[config.mk]
export PLATFORM = sky130hd
export DESIGN_NAME = spi_burst_engine
export DESIGN_NICKNAME = d
export VERILOG_FILES = /design/src/rtl/spi_burst_engine.sv
export SDC_FILE = /design/constraint.sdc
export NUM_CORES = 1
export LEC_CHECK = 0
export CELL_PAD_IN_SITES_DETAIL_PLACEMENT = 1
export CELL_PAD_IN_SITES_GLOBAL_PLACEMENT = 1
export CORE_ASPECT_RATIO = 0.75
export CORE_MARGIN = 2
export CORE_UTILIZATION = 39
export DETAILED_ROUTE_END_ITERATION = 12
export PLACE_DENSITY = 0.9
export SETUP_SLACK_MARGIN = 0.3
export SYNTH_ARGS = -nofsm -noshare
export SYNTH_HDL_FRONTEND = slang
export SYNTH_SLANG_ARGS = --single-unit
[constraint.sdc]
create_clock -name clk -period 5.15 [get_ports clk]
set_clock_uncertainty 0.15 [all_clocks]
set_input_delay 0.515 -clock clk [delete_from_list [all_inputs] [get_ports clk]]
set_output_delay 0.515 -clock clk [all_outputs]
set_load 0.03 [all_outputs]
[src/rtl/spi_burst_engine.sv]
module spi_burst_engine #(
  parameter int NCH   = 4,
  parameter int LEN_W = 12,
  parameter int WB    = 4,
  parameter int SEL_W = $clog2(NCH)
) (
  input  logic              clk,
  input  logic              rst_n,
  input  logic [SEL_W-1:0]  chan_sel,
  input  logic [NCH-1:0]    chan_master,
  input  logic [NCH-1:0]    cont_en,
  input  logic              imm_mode,
  input  logic [LEN_W-1:0]  burst_field,
  input  logic              xch_wr,
  input  logic              xch_wdata,
  input  logic              tc_clr,
  input  logic              ovf_clr,
  input  logic              tx_wr_evt,
  input  logic              tx_empty,
  input  logic [8*WB-1:0]   tx_data,
  output logic              tx_pop,
  input  logic              rx_full,
  output logic              rx_push,
  output logic [8*WB-1:0]   rx_word,
  output logic              bx_valid,
  input  logic              bx_ready,
  output logic [7:0]        bx_tx,
  input  logic              bx_rvalid,
  input  logic [7:0]        bx_rdata,
  output logic [NCH-1:0]    cs_n,
  output logic              xch_bit,
  output logic              tc_flag,
  output logic              ovf_flag,
  output logic              busy
);
  localparam int WW    = 8 * WB;
  localparam int REM_W = LEN_W + 2;
  localparam int IDX_W = $clog2(WB) + 1;

  typedef enum logic [2:0] {S_IDLE, S_CHK, S_SEND, S_WAIT, S_FIN} st_t;

  st_t                     st;
  logic signed [REM_W-1:0] rem;
  logic [WW-1:0]           sh, acc;
  logic [IDX_W-1:0]        idx, nb;
  logic                    imm_q;

  wire is_master = chan_master[chan_sel];
  wire cont_mode = is_master && !imm_mode && cont_en[chan_sel];
  wire start = is_master && ((imm_mode && tx_wr_evt) ||
                             (imm_mode && !imm_q && !tx_empty) ||
                             (!imm_mode && xch_wr && xch_wdata && !xch_bit));

  wire rem_np = rem[REM_W-1] || (rem == '0);

  logic [REM_W-1:0] blen, rem_eff, rnd;
  logic [IDX_W-1:0] nb_c;
  assign blen    = {2'b00, burst_field} + REM_W'(1);
  assign rem_eff = rem_np ? blen : rem;
  assign rnd     = rem_eff + REM_W'(7);
  assign nb_c    = (rem_eff >= REM_W'(WW)) ? IDX_W'(WB) : IDX_W'(rnd >> 3);

  wire last_byte = (idx + IDX_W'(1)) == nb;

  always_ff @(posedge clk or negedge rst_n) begin
    if (!rst_n) begin
      st       <= S_IDLE;
      rem      <= '0;
      sh       <= '0;
      acc      <= '0;
      idx      <= '0;
      nb       <= '0;
      imm_q    <= 1'b0;
      xch_bit  <= 1'b0;
      tc_flag  <= 1'b0;
      ovf_flag <= 1'b0;
    end else begin
      imm_q <= imm_mode;
      if (xch_wr)  xch_bit  <= xch_wdata;
      if (tc_clr)  tc_flag  <= 1'b0;
      if (ovf_clr) ovf_flag <= 1'b0;
      case (st)
        S_IDLE: if (start) st <= S_CHK;
        S_CHK: begin
          if (tx_empty) begin
            tc_flag <= 1'b1;
            xch_bit <= 1'b0;
            st      <= start ? S_CHK : S_IDLE;
          end else begin
            if (rem_np) begin
              rem <= blen;
              if (cont_mode) xch_bit <= 1'b1;
            end
            sh  <= tx_data;
            acc <= '0;
            idx <= '0;
            nb  <= nb_c;
            st  <= S_SEND;
          end
        end
        S_SEND: if (bx_ready) st <= S_WAIT;
        S_WAIT: if (bx_rvalid) begin
          acc[8*idx +: 8] <= bx_rdata;
          sh  <= sh >> 8;
          rem <= rem - REM_W'(8);
          idx <= idx + IDX_W'(1);
          st  <= last_byte ? S_FIN : S_SEND;
        end
        S_FIN: begin
          if (rx_full) ovf_flag <= 1'b1;
          if (rem_np && !cont_mode) begin
            tc_flag <= 1'b1;
            if (tx_empty) xch_bit <= 1'b0;
            st <= start ? S_CHK : S_IDLE;
          end else begin
            st <= S_CHK;
          end
        end
        default: st <= S_IDLE;
      endcase
    end
  end

  assign tx_pop   = (st == S_CHK) && !tx_empty;
  assign rx_push  = (st == S_FIN) && !rx_full;
  assign rx_word  = acc;
  assign bx_valid = (st == S_SEND);
  assign bx_tx    = sh[7:0];
  assign busy     = (st != S_IDLE);

  for (genvar g = 0; g < NCH; g++) begin : g_cs
    assign cs_n[g] = !(is_master && (chan_sel == SEL_W'(g)));
  end
endmodule

* Word level (Yosys, flattened, before mapping)
Cells that the tools add are included.
** Operators by class
- Reductions and logical operators :: 37
- Bitwise operators :: 1
- Shifts and indexed selects :: 2
- Add/sub/neg operators :: 5
- Magnitude comparators :: 2
- Eq/ne operators :: 12
- Mux-type cells :: 41
** Operator list (number)
- 32-bit two-way mux :: 4
- 32-bit case mux with 2 select lines :: 2
- 14-bit two-way mux :: 3
- 6-bit negation with 34-bit output :: 1
- 8-bit by 34-bit variable shift with 32-bit output (first input constant) :: 1
- 8-bit by 34-bit variable part select with 32-bit output :: 1
- 32-bit bitwise mux :: 1
- 14-bit case mux with 2 select lines :: 1
- 3-bit two-way mux :: 7
- 1-bit logical AND :: 16
- 1-bit two-way mux :: 16
- 3-bit case mux with 5 select lines :: 1
- 14-bit by 6-bit >= comparator with 1-bit output (second input constant) :: 1
- 14-bit zero test :: 1
- 14-bit by 5-bit subtractor with 14-bit output (second input constant) :: 1
- 12-bit by 1-bit adder with 13-bit output (second input constant) :: 1
- 1-bit zero test :: 10
- 6-bit by 3-bit adder with 6-bit output (second input constant) :: 1
- 3-bit by 2-bit equality test with 1-bit output (second input constant) :: 2
- 2-bit != test (second input constant) :: 3
- 3-bit case mux with 2 select lines :: 1
- 3-bit AND reduction :: 2
- 1-bit binary-select mux with 2-bit select :: 2
- 2-bit equality test (second input constant) :: 2
- 16 further kinds :: 19
** Storage, ports and cells
- Logic and storage cells :: 110
- Flip-flop bits (word level) :: 91
- Output and inout bits :: 51

* Depth between registers and ports, before layout
Gate-level depths: netlist of the first run.
- Depth in word-level cells :: 9
- Gate-level depth with buffers :: 9
- Depth with buffers taken out :: 8

* Least setup slack after synthesis of the first run
No wires, ideal clock.
- Path type :: in2out
- From :: input port tx_empty
- To :: output port tx_pop
- Arrival time :: 1.746 ns
- Cell stages on the path :: 4
- Setup slack :: 2.739 ns
- Path through :: or4b_1 buf_6 inv_2 buf_1
** Between the ends
- Longest elaborated chain between the ends :: 2
** Ends and longest elaborated chain
- start, declared :: line 19 : input logic tx_empty,
- 1-bit zero test :: line 124 : assign tx_pop = (st == S_CHK) && !tx_empty;
- 1-bit logical AND :: line 124
- end, declared :: line 21 : output logic tx_pop,
Every way passes these cells.

* Final worst setup path of the first run
Ends and elaborated chain as after synthesis.

==> impl_results.md, run 1 <==
* WP data required at 4.49 ns
* Ports at 125
* Ys async rst share at 100%
* R2R depth at 6
* Lkg Pwr at 2.60 nW
* Syn nets at 624
* Clock Tree Buf Depth at 2
* Worst path cell trace: clkdlybuf4s50_1 -> or4b_2 -> inv_2 -> clkdlybuf4s50_1
* Startpoint Class: input pin
* # diodes at 0
* Number of synthesized register bits at 91
* Shortest period the worst path allows at 3.74 ns
* Max cap viols at 0
* R2r startpoint: st[0]
* Routability Congestion at between 0.8 and 0.9
* First-pass GRT wire length at approximately 25000 um
* # DRC at 0
* Clock sink count at 91
* Hold buffers post-CTS at 0
* Clock-pin slew on the worst setup and hold paths at 0.06 ns
* Hold Path Class: input pin to async pin
* Status: finished, violations left
* Std-Cell Rows at 34
* Synth top area share at 47.6%
* Hold slack final at -0.000735 ns
* Drt total wl at between 15000 and 20000 um
* Pwr Total at 3.07 mW
* Clk Latency, worst-skew pair at 0.34 ns
* Commonest cells in the netlist: nand2_1, dfrtp_1, nor2_1, o21ai_0, nand3_1
* Root Buffer: clkbuf_16
* Final setup fails at 0
* Slew @ Worst Pin at 1.25 ns
* Die Y at 99.9 um
* Maximum clock frequency at 267 MHz
* Final hold viol count at 2
* Wirelength per Cell at 18.9 um
* Period utilization at about 73%
* Number of synthesized flops with an enable pin at 0
* Failing checks: hold timing
* Synth area leader: dfrtp_1
* Warnings from Yosys at 0
* Fin Setup TNS at 0 ns
* Mean Syn Cell Area at 8.81 um^2
* CORE AREA at 11800 um^2
* Worst Setup End Kind: output pin
* Initial antenna violation count at 0
* TritonCTS clock tree: built
* Drt first-iter violations at 302
* Pwr/cell area at 483 nW/um^2
* DP Wirelength at 11400 um
* DRT antenna net count at 0
* Synth Instances at 543
* Die Span X at 132 um
* Total Routing Usage GR at roughly a quarter
* NumNets Final at 731
* R2R setup slack at 1.91 ns
* RSZ-0062 raised after global routing: no
* CP dominant cell by count: clkdlybuf4s50_1
* Worst path bufs/invs at 3
* Worst-path fanout max at 19
* Crit path kind: input pin to output pin
* RR Endpoint: rem[13]
* TritonCTS Buffers at 9
* Crit-path slowest cell: or4b_2
* Seq/Total Area, Yosys at 47.6%
* Area Growth Syn to Fin at 33.1%
* IO buf count at 124
* Vias in the first global route at 4729
* Initial Utilization at a little over 40%
* Cell with the most instances after synthesis: nand2_1
* Synth Flop Type: dfrtp_1
* Peak supply drop at 248 uV
* Via count at 4483
* Vias/cell at 5.49
* Fraction of layout cells with a size suffix above 1 at under 10%
* Die ar. at 13200 um^2
* Synth top area cells: dfrtp_1, nand2_1, nor2_1
* CP arrival at 3.07 ns
* Total global routing overflow at 0
* Post-Syn Area at 4780 um^2
* H-tree levels at 3
* Critical Path Max Stage Delay at 0.90 ns
* Largest net degree at the start of global routing at between 50 and 60
* Fin. max-slew vios at 0
* Family with the most delay on the worst path: buffers and inverters
* Slew HR at 16.0%
* CTS resizes at 0
* Post-synth cell types at 60
* Drt first pass iters at 4
* Post-CTS setup buffers at 0
## routing by layer
| layer | wire length (um) | vias to the layer above | share of wire, % | GRT usage, % |
|---|---|---|---|---|
| li1 | - | 2104 | - | - |
| met1 | 6820 | 2230 | 44 | 30.8 |
| met2 | 7530 | 124 | 49 | 41.1 |
| met3 | 807 | 25 | 5.2 | 4.95 |
| met4 | 329 | 0 | 2.1 | 8.11 |
| met5 | 0 | - | 0 | 0 |
## power breakdown
group / internal [mW] / switching [mW] / total [mW] / leakage [nW]
combinational: 0.511 / 0.763 / 1.27 / 1.31
sequential: 0.943 / 0.228 / 1.17 / 1.16
clock: 0.345 / 0.285 / 0.631 / 0.134
## metrics by stage
stage	util, %	std cells	hold slack, ns	cell area (um^2)	worst slack (ns)
after floorplan	-	543	0.0694	4780	2.74
after global placement	51.6	800	0.314	6080	1.48
after detailed placement	51.6	800	0.324	6080	1.45
after CTS	53.9	816	0.0134	6360	1.41
after global routing	54.0	817	0.0324	6360	1.33
final	54.0	817	-0.000735	6360	1.41
## flip-flops by register name, indices dropped and copies added (netlist names)
signal and cells:
rx_word 32, st 3, sh 32, rem 14, ovf_flag 1, idx 3, xch_bit 1, tc_flag 1
nb 3, imm_q 1
## kinds of logic (layout without fill, tap and decap cells)
group | Yosys count | in the layout | synth area share, %
fa+ha+maj | 7 | 7 | 1.83
xor+xnor | 17 | 17 | 3.11
compound gates | 126 | 126 | 16.8
flops | 91 | 91 | 47.6
mux | 8 | 8 | 2.22
simple gates | 239 | 239 | 23.1
buf+inv | 55 | 167 | 5.36
## final cells by class
type	instances	area, um^2
clock buffers	12	246
clock inverters	4	33.8
fillers	1394	5420
inverters	23	86.3
multi-input cells	397	2250
flip-flops and latches	91	2280
well taps	162	203
repair buffers	128	1270
## worst register-to-register path, cell delays in order (launching register included)
cell	delay (ns)
dfrtp_1	0.61
or4b_2	0.88
nand2_1	0.82
and3_1	0.35
nand2_1	0.08
xnor2_1	0.17
nor2_1	0.05
## how the worst max path moves through the flow
| stage | start | end | depth (start not counted) |
|---|---|---|---|
| 3_5_place_dp | tx_empty | tx_pop | 4 |
| 2_1_floorplan | tx_empty | tx_pop | 4 |
| 5_1_grt | tx_empty | tx_pop | 4 |
| 3_3_place_gp | tx_empty | tx_pop | 4 |
| 4_1_cts | tx_empty | tx_pop | 4 |
| 6_report | tx_empty | tx_pop | 4 |
## placed cells by master (no fill, tap or decap), types with 3 or more instances in the layout
cell | netlist | routed
a21oi_1 | 13 | 13
dfrtp_1 | 91 | 91
buf_4 | 9 | 5
nand3_1 | 26 | 26
ha_1 | 7 | 7
nor4_1 | 3 | 3
o221ai_1 | 4 | 4
nand4_1 | 6 | 6
nand3b_1 | 3 | 3
nor2_1 | 74 | 74
nand2b_1 | 4 | 4
a31oi_1 | 4 | 4
nor3b_1 | 4 | 4
inv_1 | 22 | 22
nor3_1 | 8 | 8
xor2_1 | 3 | 3
xnor2_1 | 14 | 14
o22ai_1 | 25 | 25
clkdlybuf4s50_1 | 0 | 123
mux2i_1 | 5 | 5
o211ai_1 | 3 | 3
nor2b_1 | 3 | 3
o21ai_0 | 52 | 52
clkbuf_16 | 0 | 9
nand2_1 | 93 | 93
No activity file was read; power rests on OpenSTA's default activity.
==> run 2, diff against run 1 <==
Settings changed: CORE_UTILIZATION 39 to 33, PLACE_DENSITY 0.9 to 0.82.
Clock period 5.15 ns to 3.4 ns, I/O delays scaled along.
==> run 2 against run 1 <==
Compared with the run above: the flow still finishes with violations (hold timing); setup slack got worse by 0.99 ns; sequential power increased by 52%; count of clock-buffer cells in the layout decreased by 2; first-iteration DRC count decreased by 3.6%; hold slack got worse by 0.032 ns; die area increased by 18%.
==> impl_results.md, run 2 (synthesis gave the netlist of run 1 again) <==
* NumNets Final at 734 (+0.41%)
* DP Wirelength at 11300 um (-1.1%)
* TritonCTS clock tree: built
* Drt total wl at 15000 um (-3.0%)
* # DRC at 0 (unchanged)
* Lkg Pwr at 2.62 nW (+0.79%)
* Largest net degree at the start of global routing at 68 (+33%)
* DRT antenna net count at 0 (unchanged)
* Shortest period the worst path allows at 2.98 ns
* Routability Congestion at 0.919 (+3.0%)
* Ports at 125 (unchanged)
* Hold Path Class: input pin to async pin
* Vias in the first global route at 4755 (+0.55%)
* Finished Layout Cells at 857 (+4.9%)
* Final worst slack at 0.424 ns (-0.988 ns)
* Crit-path slowest cell: or4b_2
* Status: finished, violations left
* Clock Tree Buf Depth at 2 (unchanged)
* H-tree levels at 3 (unchanged)
* Total global routing overflow at 0 (unchanged)
* Root Buffer: clkbuf_16
* Initial antenna violation count at 0 (unchanged)
* Die Span X at 143 um (+8.4%)
* CORE AREA at 14300 um^2 (+21%)
* Filler cell count at 1629 (+17%)
* Crit path kind: register to output pin
* # diodes at 0 (unchanged)
* Final hold viol count at 45 (+43)
* Post-route cell area at 6460 um^2 (+1.4%)
* Fin Setup TNS at 0 ns (unchanged)
* Fin. max-slew vios at 0 (unchanged)
* R2R depth at 5 (-1)
* Worst path bufs/invs at 2 (-1)
* Maximum clock frequency at 336 MHz
* RSZ-0062 raised after global routing: yes
* Wirelength per Cell at 17.5 um (-7.6%)
* Dpl cells at 842 (+5.3%)
* Pwr/cell area at 728 nW/um^2 (+51%)
* Most frequent cells in the layout: clkdlybuf4s50_1, nand2_1, dfrtp_1, nor2_1, o21ai_0
* Die Y at 108 um (+8.4%)
* Clock sink count at 91 (unchanged)
* Startpoint Class: register
* Initial Utilization at 33.4% (-7.2 points)
* Family with the most delay on the worst path: simple AND/OR/NAND/NOR gates
* DP Area at 6150 um^2 (+1.2%)
* Worst path cell trace: or4b_2 -> inv_2 -> buf_4
* Slew HR at 29.6% (+14 points)
* Period utilization at 87.5%
* Worst Setup End Kind: output pin
* TritonCTS Buffers at 9 (unchanged)
* Final setup fails at 0 (unchanged)
* Vias/cell at 5.17 (-5.8%)
* Die ar. at 15500 um^2 (+18%)
* Via count at 4431 (-1.2%)
* Worst-path fanout max at 19 (unchanged)
* Drt first pass iters at 4 (unchanged)
* Pre-CTS setup slack at 0.284 ns (-1.17 ns)
* Fraction of layout cells with a size suffix above 1 at 6.39% (+0.90 points)
* Clk Latency, worst-skew pair at 0.34 ns (about the same)
* Clock-pin slew on the worst setup and hold paths at 0.07 ns (about the same)
* Cell count along the critical path at 3 (-1)
* Peak supply drop at 298 uV (+20%)
* IO buf count at 124 (unchanged)
* WP data required at 2.91 ns (-1.58 ns)
* Hold buffers post-CTS at 0 (unchanged)
* Std-Cell Rows at 38 (+12%)
* Slew @ Worst Pin at 1.05 ns (-0.203 ns)
* Failing checks: hold timing
* Drt first-iter violations at 291 (-3.6%)
* Area Growth Syn to Fin at 35.0%
* Hold slack final at -0.0330 ns (-0.0323 ns)
* Pwr Total at 4.70 mW (+53%)
* Total Routing Usage GR at 19.8% (-4.2 points)
* Max cap viols at 0 (unchanged)
* Critical Path Max Stage Delay at 0.85 ns (-0.05 ns)
* First-pass GRT wire length at 24200 um (-3.4%)
* CP arrival at 2.49 ns (-0.58 ns)
* Most common library cell in the layout ignoring fill and taps: clkdlybuf4s50_1
-- run 2: worst paths after layout --
path	start	endpoint	slack (ns)
worst min register to register	rx_word[14]	rx_word[14]	0.34
worst max register to register	st[0]	rx_word[30]	0.58
worst min-delay path	rst_n	ovf_flag	-0.03
min in group clk	rx_word[14]	rx_word[14]	0.34
max in group asynchronous	rst_n	rx_word[5]	2.38
worst max-delay path	st[0]	tx_pop	0.42
-- run 2: layer usage --
layer	share of wire, %	GRT usage [%]	vias to the layer above
li1	-	-	2110
met1	46	26.4	2210
met2	48	33.6	94
met3	4.2	3.63	17
met4	1.3	4.88	0
met5	0	0	-
-- run 2: power by group --
group | internal (mW) | total (mW) | switching, mW | leakage (nW)
Sequential | 1.43 | 1.78 | 0.352 | 1.16
Clock | 0.572 | 1.00 | 0.429 | 0.136
Combinational | 0.782 | 1.92 | 1.14 | 1.33
-- run 2: cell type report --
cell class | count | area, um^2 | area share, %
clock buffer | 10 | 229 | 3.55
clock inverter | 5 | 62.6 | 0.969
inverter | 23 | 86.3 | 1.34
multi-input combinational | 397 | 2260 | 35.0
sequential | 91 | 2280 | 35.3
tap | 200 | 250 | 3.88
timing repair buffer | 131 | 1290 | 20.0
-- run 2: stage by stage --
| step | hold slack (ns) | util, % |
|---|---|---|
| floorplan | -0.106 | - |
| global placement | 0.322 | 43.0 |
| detailed placement | 0.333 | 43.0 |
| CTS | 0.000368 | 45.0 |
| global route | 0.0330 | 45.1 |
| finish | -0.0330 | 45.1 |
-- run 2: what timing repair did --
| item | CTS | global route |
|---|---|---|
| setup endpoints to repair | 0 | 15 |
| setup buffers | 0 | 0 |
| gates resized for setup | 0 | 2 |
